$ cat config.mk
export PLATFORM = sky130hd
export DESIGN_NAME = tmr_chpair
export DESIGN_NICKNAME = d
export VERILOG_FILES = /design/src/rtl/tmr_chpair_pkg.sv /design/src/rtl/tmr_edge_sync.sv /design/src/rtl/tmr_channel.sv /design/src/rtl/tmr_chpair.sv
export SDC_FILE = /design/constraint.sdc
export NUM_CORES = 1
export LEC_CHECK = 0
export CAP_MARGIN = 20
export CORE_MARGIN = 5
export CORE_UTILIZATION = 53
export CTS_BUF_LIST = sky130_fd_sc_hd__clkbuf_16
export DETAILED_ROUTE_END_ITERATION = 16
export GPL_TIMING_DRIVEN = 0
export PLACE_DENSITY = 0.8
export SLEW_MARGIN = 20
export SYNTH_ARGS = -nofsm -noshare
export SYNTH_HDL_FRONTEND = slang
export SYNTH_SLANG_ARGS = --single-unit
$ cat constraint.sdc
create_clock -name clk -period 2.4 [get_ports clk]
set_clock_uncertainty 0.05 [all_clocks]
set_input_delay 0.36 -clock clk [delete_from_list [all_inputs] [get_ports clk]]
set_output_delay 0.36 -clock clk [all_outputs]
set_load 0.03 [all_outputs]
$ cat src/rtl/tmr_chpair_pkg.sv
package tmr_chpair_pkg;
   localparam int unsigned AW     = 3;
   localparam int unsigned CTRL_W = 8;
   localparam int unsigned PIO_W  = 4;
   localparam int unsigned B_FLAG = 7;
   localparam int unsigned B_IE   = 6;
   localparam int unsigned B_BUF  = 5;
   localparam int unsigned B_MSA  = 4;
   localparam int unsigned B_ELS  = 2;
   localparam logic [AW-1:0] A_PIO = 3'd4;
   typedef enum logic [1:0] {
      ELS_OFF  = 2'b00,
      ELS_TOG  = 2'b01,
      ELS_LOW  = 2'b10,
      ELS_HIGH = 2'b11
   } els_e;
endpackage

$ cat src/rtl/tmr_edge_sync.sv
module tmr_edge_sync #(
   parameter int unsigned STAGES = 2
) (
   input  logic clk,
   input  logic rst_n,
   input  logic pin_i,
   output logic rise_o,
   output logic fall_o
);
   generate
      if (STAGES < 2) begin : g_bad_stages
         $error("tmr_edge_sync: STAGES must be at least 2");
      end
   endgenerate

   logic [STAGES:0] sh_q;

   always_ff @(posedge clk or negedge rst_n) begin
      if (!rst_n) sh_q <= '0;
      else        sh_q <= {sh_q[STAGES-1:0], pin_i};
   end

   assign rise_o = sh_q[STAGES-1] & ~sh_q[STAGES];
   assign fall_o = ~sh_q[STAGES-1] & sh_q[STAGES];
endmodule

$ cat src/rtl/tmr_channel.sv
module tmr_channel
   import tmr_chpair_pkg::*;
#(
   parameter int unsigned CW      = 16,
   parameter bit          HAS_BUF = 1'b0
) (
   input  logic              clk,
   input  logic              rst_n,
   input  logic              en_i,
   input  logic [CW-1:0]     cnt_i,
   input  logic [CW-1:0]     cmp_val_i,
   input  logic              rise_i,
   input  logic              fall_i,
   input  logic              ctrl_rd_i,
   input  logic              ctrl_wr_i,
   input  logic              val_wr_i,
   input  logic [CW-1:0]     wdata_i,
   output logic [CTRL_W-1:0] ctrl_o,
   output logic [CW-1:0]     val_o,
   output logic              irq_o,
   output logic              pin_o,
   output logic              capt_o,
   output logic              cmp_o,
   output logic              match_o
);
   generate
      if (CW < CTRL_W) begin : g_bad_cw
         $error("tmr_channel: CW must hold the control byte");
      end
   endgenerate

   logic          flag_q, ie_q, msa_q, armed_q, pin_q, buf_q;
   logic [1:0]    els_q;
   logic [CW-1:0] val_q;
   logic          active, cap_evt, evt, wr_ok, clr_ok;

   assign active  = en_i && (els_q != ELS_OFF);
   assign capt_o  = active && !msa_q && !buf_q;
   assign cmp_o   = active && (msa_q || buf_q);
   assign cap_evt = capt_o && ((els_q[0] && rise_i) || (els_q[1] && fall_i));
   assign match_o = cmp_o && (cnt_i == cmp_val_i);
   assign evt     = cap_evt || match_o;
   assign wr_ok   = ctrl_wr_i && en_i;
   assign clr_ok  = wr_ok && !wdata_i[B_FLAG] && armed_q && !evt;

   always_ff @(posedge clk or negedge rst_n) begin
      if (!rst_n) begin
         flag_q  <= 1'b0;
         armed_q <= 1'b0;
         ie_q    <= 1'b0;
         msa_q   <= 1'b0;
         els_q   <= ELS_OFF;
         val_q   <= '0;
         pin_q   <= 1'b0;
      end else begin
         if (evt)         flag_q <= 1'b1;
         else if (clr_ok) flag_q <= 1'b0;

         if (evt)                        armed_q <= 1'b0;
         else if (ctrl_rd_i && flag_q)   armed_q <= 1'b1;
         else if (ctrl_wr_i)             armed_q <= 1'b0;

         if (wr_ok) begin
            ie_q  <= wdata_i[B_IE];
            msa_q <= wdata_i[B_MSA];
            els_q <= wdata_i[B_ELS +: 2];
         end

         if (cap_evt)       val_q <= cnt_i;
         else if (val_wr_i) val_q <= wdata_i;

         if (match_o) begin
            unique case (els_q)
               ELS_TOG:  pin_q <= ~pin_q;
               ELS_LOW:  pin_q <= 1'b0;
               ELS_HIGH: pin_q <= 1'b1;
               default:  pin_q <= pin_q;
            endcase
         end
      end
   end

   generate
      if (HAS_BUF) begin : g_buf
         always_ff @(posedge clk or negedge rst_n) begin
            if (!rst_n)     buf_q <= 1'b0;
            else if (wr_ok) buf_q <= wdata_i[B_BUF];
         end
      end else begin : g_nobuf
         assign buf_q = 1'b0;
      end
   endgenerate

   assign ctrl_o = {flag_q, ie_q, buf_q, msa_q, els_q, 2'b00};
   assign val_o  = val_q;
   assign irq_o  = flag_q & ie_q;
   assign pin_o  = pin_q;

   AST_EVT_SETS_FLAG: assert property (@(posedge clk) disable iff (!rst_n)
      cap_evt |=> flag_q);
   AST_CAPT_LATCH: assert property (@(posedge clk) disable iff (!rst_n)
      cap_evt |=> (val_q == $past(cnt_i)));
   AST_MATCH_FLAG: assert property (@(posedge clk) disable iff (!rst_n)
      match_o |=> flag_q);
   AST_NO_BLIND_CLEAR: assert property (@(posedge clk) disable iff (!rst_n)
      (flag_q && !armed_q) |=> flag_q);
   AST_EVT_WINS: assert property (@(posedge clk) disable iff (!rst_n)
      (flag_q && evt) |=> flag_q);
   AST_ONE_NO_SET: assert property (@(posedge clk) disable iff (!rst_n)
      (ctrl_wr_i && wdata_i[B_FLAG] && !flag_q && !evt) |=> !flag_q);
endmodule

$ cat src/rtl/tmr_chpair.sv
module tmr_chpair
   import tmr_chpair_pkg::*;
#(
   parameter int unsigned CW       = 16,
   parameter int unsigned SYNC_STG = 2
) (
   input  logic          clk,
   input  logic          rst_n,
   input  logic [AW-1:0] bus_addr,
   input  logic          bus_rd,
   input  logic          bus_wr,
   input  logic [CW-1:0] bus_wdata,
   output logic [CW-1:0] bus_rdata,
   input  logic [CW-1:0] cnt_i,
   input  logic [1:0]    pin_in,
   output logic [1:0]    pin_out,
   output logic [1:0]    pin_oe,
   output logic [1:0]    irq_o
);
   localparam int unsigned NCH = 2;

   logic [CTRL_W-1:0] ctrl_w  [NCH];
   logic [CW-1:0]     val_w   [NCH];
   logic [NCH-1:0]    pin_w, capt_w, cmp_w, match_w;
   logic [PIO_W-1:0]  pio_q;
   logic              buf_on, bsel_q;

   assign buf_on = ctrl_w[0][B_BUF];

   always_ff @(posedge clk or negedge rst_n) begin
      if (!rst_n)       bsel_q <= 1'b0;
      else if (!buf_on) bsel_q <= 1'b0;
      else if (match_w[0]) bsel_q <= ~bsel_q;
   end

   always_ff @(posedge clk or negedge rst_n) begin
      if (!rst_n)                           pio_q <= '0;
      else if (bus_wr && bus_addr == A_PIO) pio_q <= bus_wdata[PIO_W-1:0];
   end

   for (genvar i = 0; i < NCH; i++) begin : g_ch
      localparam logic [AW-1:0] A_CTRL = AW'(2*i);
      localparam logic [AW-1:0] A_VAL  = AW'(2*i + 1);
      logic          rise, fall, en;
      logic [CW-1:0] cmp_val;

      if (i == 0) begin : g_sel
         assign en      = 1'b1;
         assign cmp_val = (buf_on && bsel_q) ? val_w[1] : val_w[0];
      end else begin : g_plain
         assign en      = !buf_on;
         assign cmp_val = val_w[i];
      end

      tmr_edge_sync #(.STAGES(SYNC_STG)) i_sync (
         .clk(clk), .rst_n(rst_n), .pin_i(pin_in[i]),
         .rise_o(rise), .fall_o(fall));

      tmr_channel #(.CW(CW), .HAS_BUF(i == 0)) i_ch (
         .clk(clk), .rst_n(rst_n), .en_i(en), .cnt_i(cnt_i),
         .cmp_val_i(cmp_val), .rise_i(rise), .fall_i(fall),
         .ctrl_rd_i(bus_rd && bus_addr == A_CTRL),
         .ctrl_wr_i(bus_wr && bus_addr == A_CTRL),
         .val_wr_i(bus_wr && bus_addr == A_VAL),
         .wdata_i(bus_wdata), .ctrl_o(ctrl_w[i]), .val_o(val_w[i]),
         .irq_o(irq_o[i]), .pin_o(pin_w[i]), .capt_o(capt_w[i]),
         .cmp_o(cmp_w[i]), .match_o(match_w[i]));

      assign pin_oe[i]  = capt_w[i] ? 1'b0 : (cmp_w[i] ? 1'b1 : pio_q[2+i]);
      assign pin_out[i] = cmp_w[i] ? pin_w[i] : pio_q[i];
   end

   always_comb begin
      unique case (bus_addr)
         3'd0:    bus_rdata = {{(CW-CTRL_W){1'b0}}, ctrl_w[0]};
         3'd1:    bus_rdata = val_w[0];
         3'd2:    bus_rdata = {{(CW-CTRL_W){1'b0}}, ctrl_w[1]};
         3'd3:    bus_rdata = val_w[1];
         A_PIO:   bus_rdata = {{(CW-PIO_W){1'b0}}, pio_q};
         default: bus_rdata = '0;
      endcase
   end

   AST_CH1_LOCKED: assert property (@(posedge clk) disable iff (!rst_n)
      (buf_on && bus_wr && bus_addr == 3'd2) |=> $stable(ctrl_w[1]));
   AST_BSEL_IDLE: assert property (@(posedge clk) disable iff (!rst_n)
      !buf_on |=> !bsel_q);
endmodule

==> results of run 1 <==
==> cell type report <==
| type | count | share of cell area |
|---|---|---|
| timing repair buffer | 66 | 0.135 |
| clock buffer | 9 | 0.0483 |
| clock inverter | 7 | 0.0131 |
| multi-input combinational | 284 | 0.437 |
| buffer | 20 | 0.0241 |
| tap | 80 | 0.0215 |
| inverter | 13 | 0.0105 |
| sequential | 58 | 0.311 |
==> report_power, final <==
group	switching, µW	internal (µW)
combinational	871	759
sequential	411	1340
clock	448	790
==> cell usage in the layout, fill, tap and decap left out, drive strengths merged, types with 5 or more instances in the layout <==
cell type / count
nor2b: 10
clkbuf: 24
nor3: 6
o21ai: 43
o22ai: 5
nand2b: 7
dlygate4sd2: 16
clkdlybuf4s50: 36
nand2: 51
clkinv: 5
and2: 7
dfrtp: 58
mux2i: 52
buf: 15
xnor2: 9
nor2: 23
xor2: 5
inv: 14
mux2: 15
==> routing by layer <==
layer | up-vias | share of wire | track usage
li1 | 1495 | - | -
met3 | 38 | 0.079 | 0.0632
met1 | 1639 | 0.41 | 0.342
met4 | 0 | 0.037 | 0.131
met2 | 167 | 0.48 | 0.406
met5 | - | 0 | 0
==> worst register-to-register path: cells and delay by family, from the launching register on <==
kind	cells	cell delay (ns)
AO/OA/AOI/OAI	4	1.13
flip-flops	1	0.40
AND/OR/NAND/NOR	2	0.71
==> state kept, by name (all words and copies together), names as in the netlist <==
| name | flops |
|---|---|
| g_ch.i_ch.msa_q | 2 |
| g_ch.i_ch.flag_q | 2 |
| g_ch.i_sync.sh_q | 6 |
| bsel_q | 1 |
| pio_q | 4 |
| g_ch.i_ch.val_o | 32 |
| g_ch.i_ch.pin_o | 2 |
| g_ch.i_ch.ie_q | 2 |
| g_ch.i_ch.buf_q | 1 |
| g_ch.i_ch.els_q | 4 |
| g_ch.i_ch.armed_q | 2 |
==> repair_timing <==
| item | CTS | global route |
|---|---|---|
| setup buffers | 1 | 2 |
| endpoints found under the setup margin | 22 | 29 |
| hold buffers | 1 | 0 |
| pin swaps | 1 | 5 |
| hold endpoints to repair | 12 | 0 |
| resized for setup | 47 | 20 |
==> through the flow <==
stage | TNS [ns] | setup slack [ns] | hold WS (ns) | power (µW) | util
after floorplan | 0 | 0.0249 | 0.0144 | 2750 | -
after global placement | -71.52 | -0.929 | 0.283 | 3310 | 0.643
after detailed placement | -19.01 | -0.914 | 0.184 | 3380 | 0.647
after CTS | 0 | 0.00777 | 0.300 | 4590 | 0.690
after global routing | -0.0151 | -0.0103 | 0.304 | 4880 | 0.698
final | 0 | 0.0284 | 0.298 | 4620 | 0.698
==> final timing paths <==
check                                                          end  slack, ns  cells after the start
worst max-delay path                                 bus_rdata[15]       0.03                      5
worst min-delay path              g_ch[1].i_sync.sh_q[1]$_DFF_PN0_       0.30                      0
worst max register to register                  bsel_q$_DFFE_PN0P_       0.05                      6
worst min register to register    g_ch[1].i_sync.sh_q[1]$_DFF_PN0_       0.30                      0
max in group asynchronous           g_ch[1].i_ch.pin_o$_DFFE_PN0P_       1.44                      3
min in group asynchronous       g_ch[0].i_ch.val_o[12]$_DFFE_PN0P_       0.37                      2
==> cells by family after synthesis <==
family	count (synthesis)	share of synthesized area
mux	70	0.211
xor+xnor	14	0.0342
flops	58	0.405
buf+inv	33	0.0377
compound gates	77	0.145
simple gates	123	0.167
==> impl_metrics.toml, run 1 <==
[floorplan]
floorplan.die_area_um2 = 8510
fp.dieH_um = 92.3
fp.dieW_um = 92.3
row_count = 30
initial_utilization = 0.537
top_level_ports = 63
fp.coreArea_um2 = 6680

[yosys]
post_synth_instance_area_um2 = 3590
synth.avg_cell_area_um2 = 9.56
synth_enable_flop_cells = 0
post_synthesis_net_count = 416
post_synth_main_area_contributors = "sky130_fd_sc_hd__dfrtp_1 40%, sky130_fd_sc_hd__mux2i_1 15%, sky130_fd_sc_hd__o21ai_0 5.9%"
synth-main-ff-cell = "sky130_fd_sc_hd__dfrtp_1"
synth_cells = 375
netlist-cell-type-count = 52
postSynth.asyncResetShare = 1.00
synth-seq-area-share = 0.405
yosysTopAreaCell = "sky130_fd_sc_hd__dfrtp_1"
yosys_warnings = 0
yosys-top-cells-count = "58 x sky130_fd_sc_hd__dfrtp_1, 52 x sky130_fd_sc_hd__mux2i_1, 50 x sky130_fd_sc_hd__nand2_1"
synth.most_common_cell = "sky130_fd_sc_hd__dfrtp_1"
yosys_register_bits = 58
synth.top_cell.area_share = 0.405

[setup_path]
cp-end-kind = "output pin"
timing.critical_path.from = "bus_addr[2]"
startpoint_type = "input pin"
data_required_time_at_the_worst_endpoint_ns = 1.99
worst_r2r_startpoint = "g_ch[0].i_ch.val_o[0]$_DFFE_PN0P_"
cp_top_family = "buffers and inverters"
worst-setup-path-type = "in2out"
crit_path_top_delay_cell = "sky130_fd_sc_hd__clkdlybuf4s50_1"
crit_fanout = 10
timing.critical_path.cells = "clkdlybuf4s50_1 -> nand2b_1 -> clkbuf_2 -> nor2_1 -> dlygate4sd2_1"
slowest_stage_delay_cp_ns = 0.47
worst-path-buf-inv = 3
cp_data_arrival_time_ns = 1.96

[drt]
detail_route.iter0.violations = 331
post-route-drc-count = 0
average_wire_per_cell_in_the_routed_design_um = 19.8
detail_route.vias_per_cell = 6.22
detailedRoute.firstPassIterationCount = 6
final_antenna_net_count = 0
routed_wl_um = 10600
route.vias.total = 3339

[sta]
max_clock_freq_ghz = 0.422
finalWorstPathRequiredPeriod_ns = 2.37
worst-slew-pin-transition_ns = 1.05
setup_viol_count_final = 0
min_period_over_period = 0.988
timing_hold_violations_final = 0
maxSlewViolCount = 0
worst_slew_margin_rel = 0.297

[clock_network]
clockRootBuffer = "sky130_fd_sc_hd__clkbuf_16"
insertion_delay_ns = 0.33
cts_num_sinks = 58
tritoncts_buffer_count = 9
cts_tree = "done"
clk_pin_slew_worst_paths_ns = 0.05
cts_buffer_depth = 2
htree_levels = 3

[final_layout]
layout.area.seq_um2 = 1450
design.final.nets = 493
drive_gt1_frac = 0.140
antenna_cells = 0
multi_input_comb_area_um2 = 2040
post-route-cell-area_um2 = 4660
fillers = 525
area_growth_from_synthesis_to_layout_pct = 30.1
fin_cells = 537

[grt]
maximum_number_of_pins_on_one_net_before_global_route_repair = 47
grt_pass1_wl_um = 17100
grt-ovfl-total = 0
vias_in_the_first_global_route = 3309
antenna_found_initial = 0
grt_util_all_layers = 0.262

[outcome]
status = "complete, no violations"

[min_path]
holdCritStartpoint = "g_ch[1].i_sync.sh_q[0]$_DFF_PN0_"
timing.hold.worst.class = "reg2reg"

[power]
power.density_nw_per_um2 = 990
p_leak_uw = 0.00207
ir_drop_v = 0.000534

[run]
timing.max_cap.violations = 0

[placement]
place.gp.congestion = 0.889
dp.cells = 517
io_buffer_count = 61
place_area_um2 = 4320
dpl.hpwl_um = 7510
Note: power is estimated with default switching activity, not from simulation.
==> inputs of run 2 (changes only) <==
Settings changed: PLACE_DENSITY 0.8 to 0.78.
==> run 2 against run 1 <==
  * Maximum frequency up 1.6%
  * Sequential cell count did not move
  * Non-clock buffer count decreased by 2
  * Critical path depth grew 2
  * Setup slack improved by 0.037 ns
  * Core utilization decreased by 0.54 points
  * Die area stayed put
  * Cell area is 0.78% lower
  * Cell count is 0.74% lower
  * Clock power hardly changed
  * Total power shrank 0.22%
  * Wire length is 0.66% higher
  * Highest routed layer unchanged
==> impl_metrics.toml, run 2 (same netlist as run 1, synthesis figures left out) <==
[grt]
vias_in_the_first_global_route = 3278
grt_util_all_layers = 0.259
met1_usage = 0.347
maximum_number_of_pins_on_one_net_before_global_route_repair = 58
grt_util_met3 = 0.0468
grt-ovfl-total = 0
grt_pass1_wl_um = 17100
antenna_found_initial = 0
grt_most_used_layer = "met2"
globalRouteMet2Util = 0.417

[setup_path]
slowest_stage_delay_cp_ns = 0.46
worst-setup-path-type = "in2reg"
cp-end-kind = "flip-flop"
cp_data_arrival_time_ns = 2.52
startpoint_type = "input pin"
crit_fanout = 6
timing.critical_path.cells = "dlygate4sd2_1 -> and2b_1 -> a2111o_1 -> a2111oi_4 -> o2111ai_2 -> or3_4 -> o31ai_1"
data_required_time_at_the_worst_endpoint_ns = 2.58
crit_path_top_delay_cell = "sky130_fd_sc_hd__or3_4"

[power]
p_sw_uw = 1730
total_power_uw = 4610
combinationalPowerShare = 0.355
p_leak_uw = 0.00208
cell_internal_pwr_uw = 2880
share_seq_of_total_power = 0.381
ir_drop_v = 0.000618
p_sw_frac = 0.376
power.density_nw_per_um2 = 995
clock_power_share = 0.264

[drt]
detail_route.iter0.violations = 256
final_antenna_net_count = 0
post-route-drc-count = 0
routed_wl_um = 10700
detail_route.vias_per_cell = 6.16
detailedRoute.firstPassIterationCount = 5
average_wire_per_cell_in_the_routed_design_um = 20.0
route.vias.total = 3285

[floorplan]
row_count = 30
top_level_ports = 63
fp.coreArea_um2 = 6680
initial_utilization = 0.537
fp.dieH_um = 92.3
fp.dieW_um = 92.3
floorplan.die_area_um2 = 8510

[final_layout]
area_growth_from_synthesis_to_layout_pct = 29.1
layout_common_cells = "58 x sky130_fd_sc_hd__dfrtp_1, 52 x sky130_fd_sc_hd__mux2i_1, 50 x sky130_fd_sc_hd__nand2_1"
layout.area.seq_um2 = 1450
fillers = 506
antenna_cells = 0
largest_register_ffs = 32
drive_gt1_frac = 0.130
design.final.nets = 491
layout_commonest_cell = "sky130_fd_sc_hd__dfrtp_1"
post-route-cell-area_um2 = 4630
multi_input_comb_area_um2 = 2020

[placement]
place_area_um2 = 4320
io_buffer_count = 61
dpl.hpwl_um = 7370
place.gp.congestion = 0.908

[clock_network]
insertion_delay_ns = 0.33
clockRootBuffer = "sky130_fd_sc_hd__clkbuf_16"
cts_num_sinks = 58
htree_levels = 3
tritoncts_buffer_count = 9
cts_buffer_depth = 2
clk_pin_slew_worst_paths_ns = 0.05
cts_tree = "done"

[sta]
worst-slew-pin-transition_ns = 1.01
grt_setup_unrepaired = "yes"
worst_slew_margin_rel = 0.323
maxSlewViolCount = 0
timing_hold_violations_final = 0
setup_viol_count_final = 0
max_clock_freq_ghz = 0.428
finalWorstPathRequiredPeriod_ns = 2.33
min_period_over_period = 0.973
hold_ws_ns = 0.302

[outcome]
status = "complete, no violations"

[run]
timing.max_cap.violations = 0

[min_path]
timing.hold.worst.class = "reg2reg"
run 2: changes by cell type in the layout (fill, tap and decap cells not counted), sizes merged:
cell	change
buf	-4
clkdlybuf4s50	-3
clkbuf	+2
dlygate4sd2	+2
dlymetal6s2s	+2
clkdlybuf4s15	-1
clkinv	-1
inv	-1
run 2: worst paths after layout:
| path | start | endpoint | slack [ns] | cells past startpoint |
|---|---|---|---|---|
| max | cnt_i[0] | g_ch[0].i_ch.pin_o$_DFFE_PN0P_ | 0.07 | 7 |
| min | g_ch[0].i_sync.sh_q[0]$_DFF_PN0_ | g_ch[0].i_sync.sh_q[1]$_DFF_PN0_ | 0.30 | 0 |
| max reg2reg | g_ch[0].i_ch.val_o[4]$_DFFE_PN0P_ | g_ch[0].i_ch.pin_o$_DFFE_PN0P_ | 0.07 | 6 |
| min reg2reg | g_ch[0].i_sync.sh_q[0]$_DFF_PN0_ | g_ch[0].i_sync.sh_q[1]$_DFF_PN0_ | 0.30 | 0 |
| max in group asynchronous | rst_n | g_ch[0].i_ch.val_o[0]$_DFFE_PN0P_ | 1.53 | 3 |
| min in group asynchronous | rst_n | g_ch[0].i_ch.val_o[9]$_DFFE_PN0P_ | 0.31 | 2 |
run 2: metrics by stage:
step                utilization  cells  setup TNS, ns  setup slack, ns
floorplan                     -    375              0           0.0249
global placement          0.643    516         -71.62           -0.940
detailed placement        0.647    517         -18.57           -0.910
CTS                       0.690    533              0          0.00557
global route              0.693    533        -0.0109          -0.0109
finish                    0.693    533              0           0.0655
run 2: timing repair:
item | in CTS | in global routing
hold buffers | 1 | 0
hold endpoints to repair | 48 | 0
setup buffers | 1 | 0
cloned | 0 | 0
resized for setup | 47 | 17
pin swaps | 1 | 7
endpoints found under the setup margin | 22 | 23
run 2: power by group through the flow:
stage / clock, µW / combinational [µW] / sequential, µW
finish: 1210 / 1640 / 1760
floorplan: 0 / 1140 / 1620
detailed placement: 0 / 1630 / 1750
CTS: 1220 / 1610 / 1740
global route: 1270 / 1780 / 1800
global placement: 0 / 1580 / 1730
run 2: worst max-delay path: cells and delay by family:
family          cells  cell delay [ns]
simple gates        2             0.68
compound gates      4             1.12
buf+inv             1             0.36
run 2: cell type report:
type / count / share of cell area
clock buffer: 9 / 0.0487
timing repair buffer: 64 / 0.133
inverter: 13 / 0.0105
sequential: 58 / 0.314
multi-input combinational: 284 / 0.437
clock inverter: 5 / 0.0103
tap: 80 / 0.0216
buffer: 20 / 0.0257
run 2: per-layer routing:
metal / vias to the layer above / routed length [µm]
met2: 157 / 5100
met5: - / 0
met1: 1616 / 4540
met3: 28 / 750
met4: 0 / 285
li1: 1484 / -
